## config.mk

```make
export PLATFORM = sky130hd
export DESIGN_NAME = rx_flow_buffer
export DESIGN_NICKNAME = d
export VERILOG_FILES = /design/src/rtl/rx_flow_pkg.sv /design/src/rtl/rx_flow_store.sv /design/src/rtl/rx_flow_ctrl.sv /design/src/rtl/rx_flow_buffer.sv
export SDC_FILE = /design/constraint.sdc
export NUM_CORES = 1
export LEC_CHECK = 0
export BUFFER_PORTS_ARGS = -buffer_cell sky130_fd_sc_hd__buf_4
export CAP_MARGIN = 10
export CORE_UTILIZATION = 54
export CTS_CLUSTER_DIAMETER = 60
export CTS_CLUSTER_SIZE = 20
export DETAILED_ROUTE_END_ITERATION = 12
export GPL_ROUTABILITY_DRIVEN = 1
export GPL_TIMING_DRIVEN = 0
export PLACE_DENSITY = 0.73
export SKIP_LAST_GASP = 1
export SYNTH_ARGS = -nofsm -noshare
export SYNTH_HDL_FRONTEND = slang
export SYNTH_SLANG_ARGS = --single-unit
```

## constraint.sdc

```tcl
create_clock -name clk -period 2.8 [get_ports clk]
set_clock_uncertainty 0.15 [all_clocks]
set_input_delay 0.84 -clock clk [delete_from_list [all_inputs] [get_ports clk]]
set_output_delay 0.84 -clock clk [all_outputs]
set_load 0.02 [all_outputs]
```

## src/rtl/rx_flow_pkg.sv

```systemverilog
package rx_flow_pkg;
  typedef struct packed {
    logic push;
    logic pop;
    logic flush;
  } fifoCmd_t;
endpackage

```

## src/rtl/rx_flow_store.sv

```systemverilog
module rx_flow_store
  import rx_flow_pkg::*;
#(
  parameter int DATA_W = 8,
  parameter int DEPTH  = 16,
  parameter int CNT_W  = $clog2(DEPTH + 1)
) (
  input  logic              clk,
  input  logic              rstN,
  input  fifoCmd_t          cmd,
  input  logic [DATA_W-1:0] dataIn,
  output logic [DATA_W-1:0] dataOut,
  output logic [CNT_W-1:0]  count,
  output logic              isEmpty,
  output logic              isFull
);
  localparam int PTR_W = $clog2(DEPTH);
  localparam logic [CNT_W-1:0] DEPTH_C = CNT_W'(DEPTH);

  logic [DATA_W-1:0] mem [DEPTH];
  logic [PTR_W-1:0]  wrPtr, rdPtr;

  always_ff @(posedge clk) begin
    if (cmd.push) mem[wrPtr] <= dataIn;
  end

  always_ff @(posedge clk or negedge rstN) begin
    if (!rstN) begin
      wrPtr <= '0;
      rdPtr <= '0;
      count <= '0;
    end else if (cmd.flush) begin
      wrPtr <= '0;
      rdPtr <= '0;
      count <= '0;
    end else begin
      if (cmd.push) wrPtr <= wrPtr + 1'b1;
      if (cmd.pop)  rdPtr <= rdPtr + 1'b1;
      case ({cmd.push, cmd.pop})
        2'b10:   count <= count + 1'b1;
        2'b01:   count <= count - 1'b1;
        default: count <= count;
      endcase
    end
  end

  assign dataOut = mem[rdPtr];
  assign isEmpty = (count == '0);
  assign isFull  = (count == DEPTH_C);

  assert_no_overflow_R3: assert property (@(posedge clk) disable iff (!rstN)
    count <= DEPTH_C);
  assert_push_grows_R3: assert property (@(posedge clk) disable iff (!rstN)
    (cmd.push && !cmd.pop && !cmd.flush) |=> count == $past(count) + 1'b1);
  assert_flush_clears_R9: assert property (@(posedge clk) disable iff (!rstN)
    cmd.flush |=> isEmpty);
endmodule

```

## src/rtl/rx_flow_ctrl.sv

```systemverilog
module rx_flow_ctrl
  import rx_flow_pkg::*;
#(
  parameter int CNT_W = 5
) (
  input  logic             clk,
  input  logic             rstN,
  input  logic             byteValid,
  input  logic             readStb,
  input  logic             flush,
  input  logic             isEmpty,
  input  logic             isFull,
  input  logic [CNT_W-1:0] count,
  input  logic [CNT_W-1:0] highMark,
  input  logic [CNT_W-1:0] lowMark,
  input  logic             forceRts,
  input  logic             rtsValue,
  output fifoCmd_t         cmd,
  output logic             overrun,
  output logic             rtsN
);
  logic holdOff;

  always_comb begin
    cmd.flush = flush;
    cmd.push  = byteValid && !isFull && !flush;
    cmd.pop   = readStb && !isEmpty && !flush;
  end

  always_ff @(posedge clk or negedge rstN) begin
    if (!rstN) begin
      overrun <= 1'b0;
      holdOff <= 1'b0;
    end else if (flush) begin
      overrun <= 1'b0;
      holdOff <= 1'b0;
    end else begin
      if (byteValid && isFull) overrun <= 1'b1;
      if (count >= highMark)     holdOff <= 1'b1;
      else if (count <= lowMark) holdOff <= 1'b0;
    end
  end

  assign rtsN = forceRts ? rtsValue : holdOff;

  assert_drop_when_full_R4: assert property (@(posedge clk) disable iff (!rstN)
    isFull |-> !cmd.push);
  assert_overrun_sticky_R4: assert property (@(posedge clk) disable iff (!rstN)
    (overrun && !flush) |=> overrun);
  assert_empty_read_idle_R5: assert property (@(posedge clk) disable iff (!rstN)
    isEmpty |-> !cmd.pop);
  assert_high_mark_R6: assert property (@(posedge clk) disable iff (!rstN)
    (!flush && !forceRts && count >= highMark) |=> (forceRts || rtsN));
  assert_low_mark_R7: assert property (@(posedge clk) disable iff (!rstN)
    (!forceRts && count < highMark && count <= lowMark) |=> (forceRts || !rtsN));
endmodule

```

## src/rtl/rx_flow_buffer.sv

```systemverilog
module rx_flow_buffer
  import rx_flow_pkg::*;
#(
  parameter int DATA_W = 8,
  parameter int DEPTH  = 16,
  parameter int CNT_W  = $clog2(DEPTH + 1)
) (
  input  logic              clk,
  input  logic              rstN,
  input  logic              byteValid,
  input  logic [DATA_W-1:0] byteIn,
  input  logic              readStb,
  input  logic              flush,
  input  logic [CNT_W-1:0]  highMark,
  input  logic [CNT_W-1:0]  lowMark,
  input  logic              forceRts,
  input  logic              rtsValue,
  output logic [DATA_W-1:0] readData,
  output logic [CNT_W-1:0]  fillCount,
  output logic              empty,
  output logic              full,
  output logic              overrun,
  output logic              rtsN
);
  fifoCmd_t cmd;

  rx_flow_ctrl #(.CNT_W(CNT_W)) i_ctrl (
    .clk(clk), .rstN(rstN), .byteValid(byteValid), .readStb(readStb),
    .flush(flush), .isEmpty(empty), .isFull(full), .count(fillCount),
    .highMark(highMark), .lowMark(lowMark), .forceRts(forceRts),
    .rtsValue(rtsValue), .cmd(cmd), .overrun(overrun), .rtsN(rtsN)
  );

  rx_flow_store #(.DATA_W(DATA_W), .DEPTH(DEPTH), .CNT_W(CNT_W)) i_store (
    .clk(clk), .rstN(rstN), .cmd(cmd), .dataIn(byteIn), .dataOut(readData),
    .count(fillCount), .isEmpty(empty), .isFull(full)
  );
endmodule

```

* Word-level counts from Yosys, hierarchy flattened
Memories as Yosys holds them, arrays and structs flattened. Cells that the tools add are included.
Cells by class: add/subtract/negate cells 4, order comparisons 2, eq/ne operators 3, muxes and demuxes 14, reductions and logical operators 14
Operator list (count):
- $mux W4 | 4
- $pmux W5 S2 | 1
- $add A4 B1 Y4 const B | 2
- $mux W1 | 8
- $reduce_bool A2 Y1 | 3
- $reduce_bool A3 Y1 | 2
- $add A5 B1 Y5 const B | 1
- $eq A5 B5 Y1 const B | 1
- $ge A5 B5 Y1 | 1
- $le A5 B5 Y1 | 1
- $logic_and A1 B1 Y1 | 5
- $logic_not A5 Y1 | 1
- $mux W5 | 1
- $sub A5 B1 Y5 const B | 1
- $logic_not A1 Y1 | 3
- $eq A2 B1 Y1 const B | 1
- $eq A2 B2 Y1 const B | 1
Word-level totals: flip-flop bits (word level) 15, bits in writable memories 128, bits of input ports 25, output and inout port bits 17, memories kept 1
Memories:
- i_store.mem | words 16, bits a word 8, read ports 1, clocked after memory_dff 0, write ports 1, line rx_flow_store.sv:20 | logic [DATA_W-1:0] mem [DEPTH];

* Depth between registers and ports, before layout
Gate-level depths: netlist (run 1).
depth in word-level cells 7, gate-level depth with buffers 10, depth with buffers taken out 10

* By module
From an unflattened synthesis (run 1), not the netlist that was laid out.
Second synthesis, totals: cells, all modules 349, area total of the unflattened synthesis 6165.9 µm²
By module, submodules not included:
- rx_flow_store | times used 1, cells each 307, area an instance 5811.8 µm², sequential area each 4169.0 µm²
- rx_flow_ctrl | times used 1, cells each 42, area an instance 354.1 µm², sequential area each 50.0 µm²

* Least setup slack after synthesis (run 1)
Ideal clock, no wire load.
kind reg2reg, start point reg i_store.count[1], end point reg i_store.count[4], arrival time 2.712 ns, required time 2.568 ns, setup slack -0.144 ns, cell stages (with the launch flop) 11, clock period less this slack 2.944 ns, cell sequence dfrtp_1 > nor4_2 > a21boi_2 > or3_1 > inv_1 > ha_1 > nand2b_1 > a21oi_1 > or4_1 > a21o_1 > a31oi_1
Between the ends: word-level cells in the longest chain between the ends 7
Ends and longest elaborated chain:
- from (decl) | line rx_flow_store.sv:13 | output logic [CNT_W-1:0] count,
- from (signal assigned) | line rx_flow_store.sv:40 | 2'b10: count <= count + 1'b1;
- from (signal assigned) | line rx_flow_store.sv:41 | 2'b01: count <= count - 1'b1;
- from (signal assigned) | line rx_flow_store.sv:42 | default: count <= count;
- $eq A5 B5 Y1 or $logic_not A5 Y1 (tied branches) | line rx_flow_store.sv:49, rx_flow_store.sv:48
- $logic_not A1 Y1 (on tied branches) | line rx_flow_ctrl.sv:26, rx_flow_ctrl.sv:27
- $logic_and A1 B1 Y1 (on tied branches) (2 in a row) | line rx_flow_ctrl.sv:26, rx_flow_ctrl.sv:27
- $eq A2 B1 Y1 or $eq A2 B2 Y1 (tied branches) | line rx_flow_store.sv:39 | case ({cmd.push, cmd.pop})
- $pmux W5 S2 | line rx_flow_store.sv:39
- $mux W5 | line rx_flow_store.sv:32 | end else if (cmd.flush) begin
Parallel ways exist; a longest one is shown, timed or not. A chain may end at the register's enable or synchronous reset.

* Worst setup path in the final report (run 1)
start point reg i_store.rdPtr[0], end point out readData[6]
Between the ends: word-level cells in the longest chain between the ends 1
Ends and longest elaborated chain:
- from (decl) | line rx_flow_store.sv:21 | logic [PTR_W-1:0] wrPtr, rdPtr;
- from (signal assigned) | line rx_flow_store.sv:38 | if (cmd.pop) rdPtr <= rdPtr + 1'b1;
- $mem_v2 Z16 W8
- to (decl) | line rx_flow_buffer.sv:18 | output logic [DATA_W-1:0] readData,
Every way passes these cells.

==> flow_summary.toml, run 1 <==
[pwr]
p_int_mw = 4.828
clkPwrFrac_pct = 29.8
p_comb_share_pct = 33.8
power_density_mw_per_mm2 = 864.4
power_switching_mw = 1.995
p_seq_share_pct = 36.4
vdd_drop_max_mv = 0.5199
p_sw_share_pct = 29.24
p_leak_nw = 2.828

[floorplan]
core_area_sq_mm = 0.01103
dieHeight_microns = 109.1
io_pins = 42
start_util_pct = 56.17
die_area_sq_mm = 0.01191
die-width_microns = 109.1
rows = 38

[clock_tree]
clockRootBuffer = "clkbuf_16"
cts_buffers = 17
clock_latency_ns = 0.41
clkSinkCount = 143
cts_buffer_depth = 2
clk_pin_slew_ns = 0.06
ctsHtreeMaxLevel = 4
cts_tree = "built"
cts.hold.buffers_added = 0

[logic_synthesis]
async_flop_share_pct = 10.49
syn_avg_cell_area_sq_um = 15.81
synth_edf_count = 128
ys_seq_elements = 143
synth.distinct_cells = 42
synth_top_area_share_pct = 62.04
syn-num-nets = 436
synth_top_area_cell = "edfxtp_1"
syn_area_sq_mm = 0.006196
synth_cells = 392
synth.area.top_cells = "edfxtp_1 (62%), dfrtp_1 (6.1%), mux4_2 (5.8%)"
yosysSeqAreaShare_pct = 68.09
synth_ff_type = "edfxtp_1"
yosys_warnings = 0

[final_layout]
syn_to_final_growth_pct = 27.40
antennaDiodeCount = 0
final_nets = 515
final_core_util_pct = 71.56
drive_gt1_share_pct = 41.12
design_area_sq_mm = 0.007894
final.fill_count = 686

[timing]
post-route-period-util_pct = 111.1
fin_crit_ns = 3.112
hold_viol_final = 0
finalSetupViolCount = 9
holdWs_ns = 0.1237
worst_slack_ns = -0.3121
max_freq_mhz = 321.3
timing.slew.headroom_pct = 40.11
rsz0062_at_grt = "yes"
drv_slew = 0
worstMarginPinSlew_ns = 0.8951
setup_tns_ns = -2.203

[placed_design]
port_buffers = 40
preCtsSetupSlack_ns = -0.3859
gp_congestion = 0.7986
dpl_cell_area_sq_mm = 0.006760
hpwl_microns = 8535

[setup_path]
reg2reg_depth = 10
cp-end-kind = "primary output"
reg2reg_slack_ns = 0.02
crit_chain = "buf_8 > buf_12 > mux2_2 > o21ai_1 > a21oi_1 > a22oi_1 > nand2_1 > buf_6"
r2r-end = "i_store.count[4]$_DFFE_PN0P_"
slowest_stage = "dfrtp_1"
timing.rr.start = "i_store.count[3]$_DFFE_PN0P_"
slowest_delay_ns = 0.39
critPathTopFamily = "buffers and inverters"
cp_num_buf_inv = 3
path_max_fanout = 6
critPathKind = "flop to primary output"
worst_setup_path_start_kind = "flop"
critPathRequiredTime_ns = 1.81
worstPathArrival_ns = 2.12

[global_routing]
antenna_found_initial = 0
grt_max_degree = 17
grt_usage_pct = 23.62
overflow = 0
grt_pass1_wl_microns = 19650
grt_pass1_vias = 3667

[flow_run]
maxCapViolCount = 0

[drt]
drt-total-wl_microns = 13880
detail_route.iter0.violations = 354
first_pass_iters = 5
ant_nets = 0
vias = 3711
drc = 0
wire_per_inst_microns = 22.25
avgViaCountPerCell = 5.947

[status]
violations = "negative setup slack"
status = "complete, but fails checks"

[worst_hold_path]
hp-class = "input port to asynchronous set/reset pin"
-- how the worst max path moves through the flow --
stage / from / end / cells after the start
global route: i_store.rdPtr[0]$_DFFE_PN0P_ / readData[1] / 8
floorplan: i_store.count[1]$_DFFE_PN0P_ / i_store.count[4]$_DFFE_PN0P_ / 9
detailed placement: byteValid / i_store.count[4]$_DFFE_PN0P_ / 9
finish: i_store.rdPtr[0]$_DFFE_PN0P_ / readData[6] / 8
global placement: byteValid / i_store.mem[0][6]$_DFFE_PP_ / 5
CTS: i_store.rdPtr[0]$_DFFE_PN0P_ / readData[3] / 6
-- cell usage after synthesis, types with 2 or more instances --
library cell,n
nor3_1,4
inv_1,15
nand2_1,19
a21oi_1,17
xnor2_1,2
edfxtp_1,128
nand2b_1,4
mux2i_1,24
mux2_2,9
xor2_1,6
and2_1,2
a221oi_1,8
ha_1,18
buf_2,6
nor2_1,29
clkbuf_1,8
nand3_1,4
buf_4,2
mux4_2,16
dfrtp_1,15
nand4_1,2
a22oi_1,8
mux2_4,4
o21ai_0,22
nor2b_1,3
-- state kept, by name, summed over array words and instances (netlist names) --
signal	flops
i_store.rdPtr	4
i_store.count	5
i_store.wrPtr	4
i_ctrl.overrun	1
i_ctrl.holdOff	1
i_store.mem	128
-- layout make-up --
| cell class | count | area (sq um) | share of cell area, % |
|---|---|---|---|
| flip-flops and latches | 143 | 4224 | 53.51 |
| multi-input cells | 217 | 2166 | 27.44 |
| repair buffers | 61 | 546.8 | 6.927 |
| clock buffers | 19 | 432.9 | 5.484 |
| plain buffers | 16 | 191.4 | 2.425 |
| well taps | 140 | 175.2 | 2.219 |
| clock inverters | 13 | 98.84 | 1.252 |
| inverters | 15 | 58.81 | 0.7450 |
-- per-layer routing --
layer / global-route usage (%) / part of all wire (%) / up-vias
met5: 0 / 0 / -
met4: 11.20 / 2.8 / 0
met3: 5.021 / 6.1 / 26
met2: 38.01 / 50 / 145
met1: 30.72 / 41 / 1867
li1: - / - / 1673
-- kinds of logic after synthesis --
kind of cell               synth area share (%)
AOI/OAI and AO/OA                         6.664
xor gates and xnor gates                  1.131
adders and majority gates                 3.958
buffers and inverters                     2.302
DFF                                       68.09
muxes                                     12.30
and+or+nand+nor                           5.553
-- power by group through the flow --
stage	clock network, mW	logic [mW]	registers, mW
CTS	2.03	1.99	2.48
detailed placement	0	1.61	2.56
floorplan	0	1.11	2.56
global placement	0	1.57	2.55
global route	2.12	2.45	2.49
finish	2.03	2.31	2.48
-- metrics by stage --
| stage | cells | power (mW) |
|---|---|---|
| after global routing | 624 | 7.061 |
| after global placement | 572 | 4.123 |
| final | 624 | 6.823 |
| after floorplan | 392 | 3.671 |
| after detailed placement | 576 | 4.165 |
| after CTS | 619 | 6.496 |
-- placed cells by master (no fill, tap or decap), types with 7 or more instances in the layout --
cell	n
edfxtp_1	128
buf_4	51
nor2_1	27
clkbuf_16	19
mux2i_1	17
nand2_1	17
mux4_2	16
ha_1	15
inv_1	14
dfrtp_1	11
buf_6	10
o21ai_1	9
a21oi_1	9
mux2_2	8
a221oi_2	7
a21oi_2	7
a22oi_2	7
-- repair_timing --
action,CTS,global route
pin swaps,9,31
setup buffers,11,3
setup endpoints to repair,22,27
resized for setup,54,64
gates cloned,1,2
Note: power is estimated with default switching activity, not from simulation.
==> inputs of run 2 (changes only) <==
--- a/config.mk
+++ b/config.mk
@@ -8,7 +8,8 @@
 export BUFFER_PORTS_ARGS = -buffer_cell sky130_fd_sc_hd__buf_4
 export CAP_MARGIN = 10
 export CORE_UTILIZATION = 54
-export CTS_CLUSTER_DIAMETER = 60
+export CTS_BUF_LIST = sky130_fd_sc_hd__clkbuf_4 sky130_fd_sc_hd__clkbuf_8 sky130_fd_sc_hd__clkbuf_16
+export CTS_CLUSTER_DIAMETER = 150
 export CTS_CLUSTER_SIZE = 20
 export DETAILED_ROUTE_END_ITERATION = 12
 export GPL_ROUTABILITY_DRIVEN = 1
==> run 2 against run 1 <==
Against the previous run:
- the run still ends with negative setup slack left
- fmax fell by 0.16%
- power up 0.35%
- setup slack worse by 0.0049 ns
- worst hold slack got worse by 0.0021 ns
- critical path depth unchanged
- die area did not move
- flip-flop and latch count did not move
- final cell count did not move
- utilization grew 0.068 points
- combinational power hardly changed
- global-route usage unchanged
- critical endpoint unchanged
==> flow_summary.toml, run 2 (synthesis results as in run 1) <==
[status]
status = "complete, but fails checks"
violations = "negative setup slack"

[clock_tree]
cts_buffers = 17
clockRootBuffer = "clkbuf_16"
ctsHtreeMaxLevel = 4
clock_latency_ns = 0.41
clkSinkCount = 143
clk_pin_slew_ns = 0.06
cts_buffer_depth = 2
cts_tree = "built"

[final_layout]
final_core_util_pct = 71.63
fin_cells = 624
antennaDiodeCount = 0
design_area_sq_mm = 0.007901
syn_to_final_growth_pct = 27.52
reg_top3 = "i_store.mem: 128 flops, i_store.count: 5 flops"
drive_gt1_share_pct = 41.53
layout_common_cells = "edfxtp_1 (128), buf_4 (51), nor2_1 (27)"
largest_reg_flops = 128
top_register = "i_store.mem"
final_nets = 515
final_common_cell = "edfxtp_1"

[timing]
fin_crit_ns = 3.117
timing.slew.headroom_pct = 38.96
worst_slack_ns = -0.3171
finalSetupViolCount = 9
holdWs_ns = 0.1216
max_freq_mhz = 320.8
drv_slew = 0
worstMarginPinSlew_ns = 0.9123
hold_viol_final = 0
setup_tns_ns = -2.223
post-route-period-util_pct = 111.3
rsz0062_at_grt = "yes"

[global_routing]
grt_pass1_wl_microns = 19650
antenna_found_initial = 0
grt_pass1_vias = 3667
overflow = 0
grt_max_degree = 17
grt_usage_pct = 23.62

[drt]
drt-total-wl_microns = 13900
top_layer = "met4"
avgViaCountPerCell = 5.950
dr_wl_met3_microns = 786
detail_route.iter0.violations = 346
first_pass_iters = 5
wl_met2_microns = 6906
vias = 3713
wire_per_inst_microns = 22.27
ant_nets = 0
wl_met1_microns = 5826
drc = 0

[setup_path]
path_max_fanout = 6
r2r-end = "i_store.count[4]$_DFFE_PN0P_"
reg2reg_slack_ns = 0.02
worst_setup_path_start_kind = "flop"
reg2reg_depth = 10
worstPathArrival_ns = 2.13
timing.rr.start = "i_store.count[3]$_DFFE_PN0P_"
critPathRequiredTime_ns = 1.81
critPathKind = "flop to primary output"
cp-end-kind = "primary output"

[floorplan]
die-width_microns = 109.1
die_area_sq_mm = 0.01191
dieHeight_microns = 109.1
start_util_pct = 56.17
core_area_sq_mm = 0.01103
rows = 38
io_pins = 42

[placed_design]
port_buffers = 40
dpl_cell_area_sq_mm = 0.006760
hpwl_microns = 8535
dpl.cell_count = 576
preCtsSetupSlack_ns = -0.3859
gp_congestion = 0.7986

[pwr]
power_mw = 6.847
power_density_mw_per_mm2 = 866.6
p_leak_nw = 2.835
vdd_drop_max_mv = 0.5194

[flow_run]
maxCapViolCount = 0

[worst_hold_path]
hp-class = "input port to asynchronous set/reset pin"
run 2: report_power, final:
| part | internal [mW] | switching [mW] | leakage (nW) |
|---|---|---|---|
| logic | 1.22 | 1.08 | 1.22 |
| registers | 2.40 | 0.0795 | 1.35 |
| clock network | 1.22 | 0.835 | 0.264 |
| total | 4.85 | 2.00 | 2.83 |
run 2: worst max-delay path: stages, from the launching register on:
cell and delay, ns:
dfrtp_1 0.39, buf_8 0.18, buf_12 0.14, mux2_2 0.34, o21ai_1 0.16, a21oi_1 0.11
a22oi_1 0.16, nand2_1 0.10, buf_6 0.14
run 2: layout make-up:
type                    count  area [sq um]
multi-input cells         217          2166
plain buffers              16         191.4
well taps                 140         175.2
fillers                   682          3129
clock inverters            13         98.84
repair buffers             61         546.8
inverters                  15         58.81
clock buffers              19         440.4
flip-flops and latches    143          4224
run 2: how the worst max path moves through the flow:
| stage | start | to | cells past startpoint |
|---|---|---|---|
| floorplan | i_store.count[1]$_DFFE_PN0P_ | i_store.count[4]$_DFFE_PN0P_ | 9 |
| global placement | byteValid | i_store.mem[0][6]$_DFFE_PP_ | 5 |
| detailed placement | byteValid | i_store.count[4]$_DFFE_PN0P_ | 9 |
| CTS | i_store.rdPtr[0]$_DFFE_PN0P_ | readData[3] | 6 |
| global route | i_store.rdPtr[0]$_DFFE_PN0P_ | readData[1] | 8 |
| finish | i_store.rdPtr[0]$_DFFE_PN0P_ | readData[6] | 8 |
run 2: what timing repair did:
action | 4_1_cts | 5_1_grt
gates cloned | 1 | 2
resized for setup | 54 | 64
pin swaps | 9 | 31
buffers inserted | 11 | 3
setup endpoints to repair | 22 | 27
hold endpoints to repair | 0 | 0
hold buffers | 0 | 0
run 2: routing by layer:
layer / GRT usage (%) / vias up
met5: 0 / -
met4: 11.20 / 0
met3: 5.021 / 23
met2: 38.01 / 144
met1: 30.72 / 1871
li1: - / 1675
==> inputs of run 3 (changes only) <==
--- a/config.mk
+++ b/config.mk
@@ -14,6 +14,7 @@
 export DETAILED_ROUTE_END_ITERATION = 12
 export GPL_ROUTABILITY_DRIVEN = 1
 export GPL_TIMING_DRIVEN = 0
+export MAX_ROUTING_LAYER = met4
 export PLACE_DENSITY = 0.73
 export SKIP_LAST_GASP = 1
 export SYNTH_ARGS = -nofsm -noshare
==> run 3 against run 2 <==
Against the previous run:
- utilization unchanged
- non-clock buffer count unchanged
- sequential power about the same
- setup slack better by 0.0098 ns
- worst hold slack better by 0.0013 ns
- register-to-register slack about the same
- clock power about the same
- flip-flop and latch count unchanged
- largest power group unchanged
- combinational power about the same
- first-iteration DRC count up 11%
- the run still ends with negative setup slack left
- via count up 0.73%
==> flow_summary.toml, run 3 (synthesis results as in run 1) <==
[status]
status = "complete, but fails checks"
violations = "negative setup slack"

[timing]
worstMarginPinSlew_ns = 0.9029
post-route-period-util_pct = 111.0
worst_slack_ns = -0.3073
finalSetupViolCount = 9
rsz0062_at_grt = "yes"
drv_slew = 0
timing.slew.headroom_pct = 39.59
hold_viol_final = 0
max_freq_mhz = 321.8
fin_crit_ns = 3.107

[setup_path]
worstPathArrival_ns = 2.12
path_max_fanout = 6
worst_setup_path_start_kind = "flop"
critPathKind = "flop to primary output"
crit_chain = "buf_8 > clkbuf_16 > mux4_2 > a22oi_2 > nand2_1 > buf_6"
slowest_delay_ns = 0.56
cp-end-kind = "primary output"
slowest_stage = "mux4_2"
critPathRequiredTime_ns = 1.81

[drt]
avgViaCountPerCell = 5.994
wire_per_inst_microns = 22.43
detail_route.iter0.violations = 385
vias = 3740
ant_nets = 0
drc = 0
drt-total-wl_microns = 13990
first_pass_iters = 5

[clock_tree]
clockRootBuffer = "clkbuf_16"
cts.hold.buffers_added = 0
clkSinkCount = 143
cts_buffer_depth = 2
ctsHtreeMaxLevel = 4
cts_buffers = 17
clock_latency_ns = 0.41
clk_pin_slew_ns = 0.06
cts_tree = "built"

[final_layout]
top_register = "i_store.mem"
antennaDiodeCount = 0
fin_cells = 624
layout_common_cells = "edfxtp_1 (128), buf_4 (51), nor2_1 (27)"
drive_gt1_share_pct = 41.53
design_area_sq_mm = 0.007901
final_common_cell = "edfxtp_1"
final_nets = 515
final.fill_count = 682
reg_top3 = "i_store.mem: 128 flops, i_store.count: 5 flops"
seq_area_sq_mm = 0.004224
largest_reg_flops = 128
final_core_util_pct = 71.63
multiInputGateArea_sq_mm = 0.002166
syn_to_final_growth_pct = 27.52

[placed_design]
preCtsSetupSlack_ns = -0.3859
gp_congestion = 0.8100
hpwl_microns = 8535
dpl_cell_area_sq_mm = 0.006760
dpl.cell_count = 576
port_buffers = 40

[floorplan]
rows = 38
die_area_sq_mm = 0.01191
io_pins = 42
dieHeight_microns = 109.1
die-width_microns = 109.1
start_util_pct = 56.17
core_area_sq_mm = 0.01103

[worst_hold_path]
hp-class = "input port to asynchronous set/reset pin"

[pwr]
vdd_drop_max_mv = 0.5175
power_density_mw_per_mm2 = 866.2
p_leak_nw = 2.835
power_mw = 6.844

[flow_run]
maxCapViolCount = 0

[global_routing]
grt_usage_pct = 24.37
overflow = 0
antenna_found_initial = 0
grt_pass1_vias = 3653
grt_pass1_wl_microns = 19710
grt_max_degree = 17
-- run 3: cell counts in the layout (fill, tap and decap cells not counted) --
No cell type changed its count.
-- run 3: metal layers --
metal  track usage [%]  share of wire [%]
met1             30.80                 42
met2             38.01                 49
met3             5.021                6.0
met4             11.20                2.5
met5                 -                  0
-- run 3: final timing paths --
| path | startpoint | cells past startpoint | to | slack, ns |
|---|---|---|---|---|
| worst max-delay path | i_store.rdPtr[0]$_DFFE_PN0P_ | 6 | readData[7] | -0.31 |
| min in group clk | i_ctrl.overrun$_DFFE_PN0P_ | 2 | i_ctrl.overrun$_DFFE_PN0P_ | 0.36 |
| worst min register to register | i_ctrl.overrun$_DFFE_PN0P_ | 2 | i_ctrl.overrun$_DFFE_PN0P_ | 0.36 |
| worst min-delay path | rstN | 1 | i_ctrl.holdOff$_DFFE_PN0P_ | 0.12 |
| worst max register to register | i_store.count[3]$_DFFE_PN0P_ | 10 | i_store.count[4]$_DFFE_PN0P_ | 0.03 |
| max in group asynchronous | rstN | 1 | i_store.count[0]$_DFFE_PN0P_ | 2.18 |
-- run 3: layout make-up --
cell class	instances	share of cell area, %
sequential	143	53.46
clock inverter	13	1.251
buffer	16	2.423
timing repair buffer	61	6.920
inverter	15	0.7443
tap	140	2.217
clock buffer	19	5.574
multi-input combinational	217	27.41
-- run 3: metrics by stage --
step / hold WS (ns) / setup TNS [ns]
floorplan: 0.3944 / 0
global placement: 0.3327 / -25.65
detailed placement: 0.3451 / -16.91
CTS: 0.1207 / -2.231
global route: 0.1339 / -3.373
finish: 0.1229 / -2.177
-- run 3: where the power goes --
part	total, mW	switching (mW)	internal, mW
clock network	2.06	0.833	1.22
logic	2.31	1.08	1.22
registers	2.48	0.0792	2.40
total	6.84	2.00	4.85
-- run 3: critical path: cells and delay by family (launching register included) --
| kind | cells | cell delay, ns |
|---|---|---|
| muxes | 1 | 0.56 |
| buffers and inverters | 3 | 0.49 |
| DFF | 1 | 0.38 |
| AOI/OAI and AO/OA | 1 | 0.16 |
| and+or+nand+nor | 1 | 0.10 |
-- run 3: repair_timing --
action,4_1_cts,5_1_grt
pin swaps,9,31
hold endpoints to repair,0,0
cloned,1,2
buffers inserted,11,3
resized for setup,54,64
setup endpoints to repair,22,27
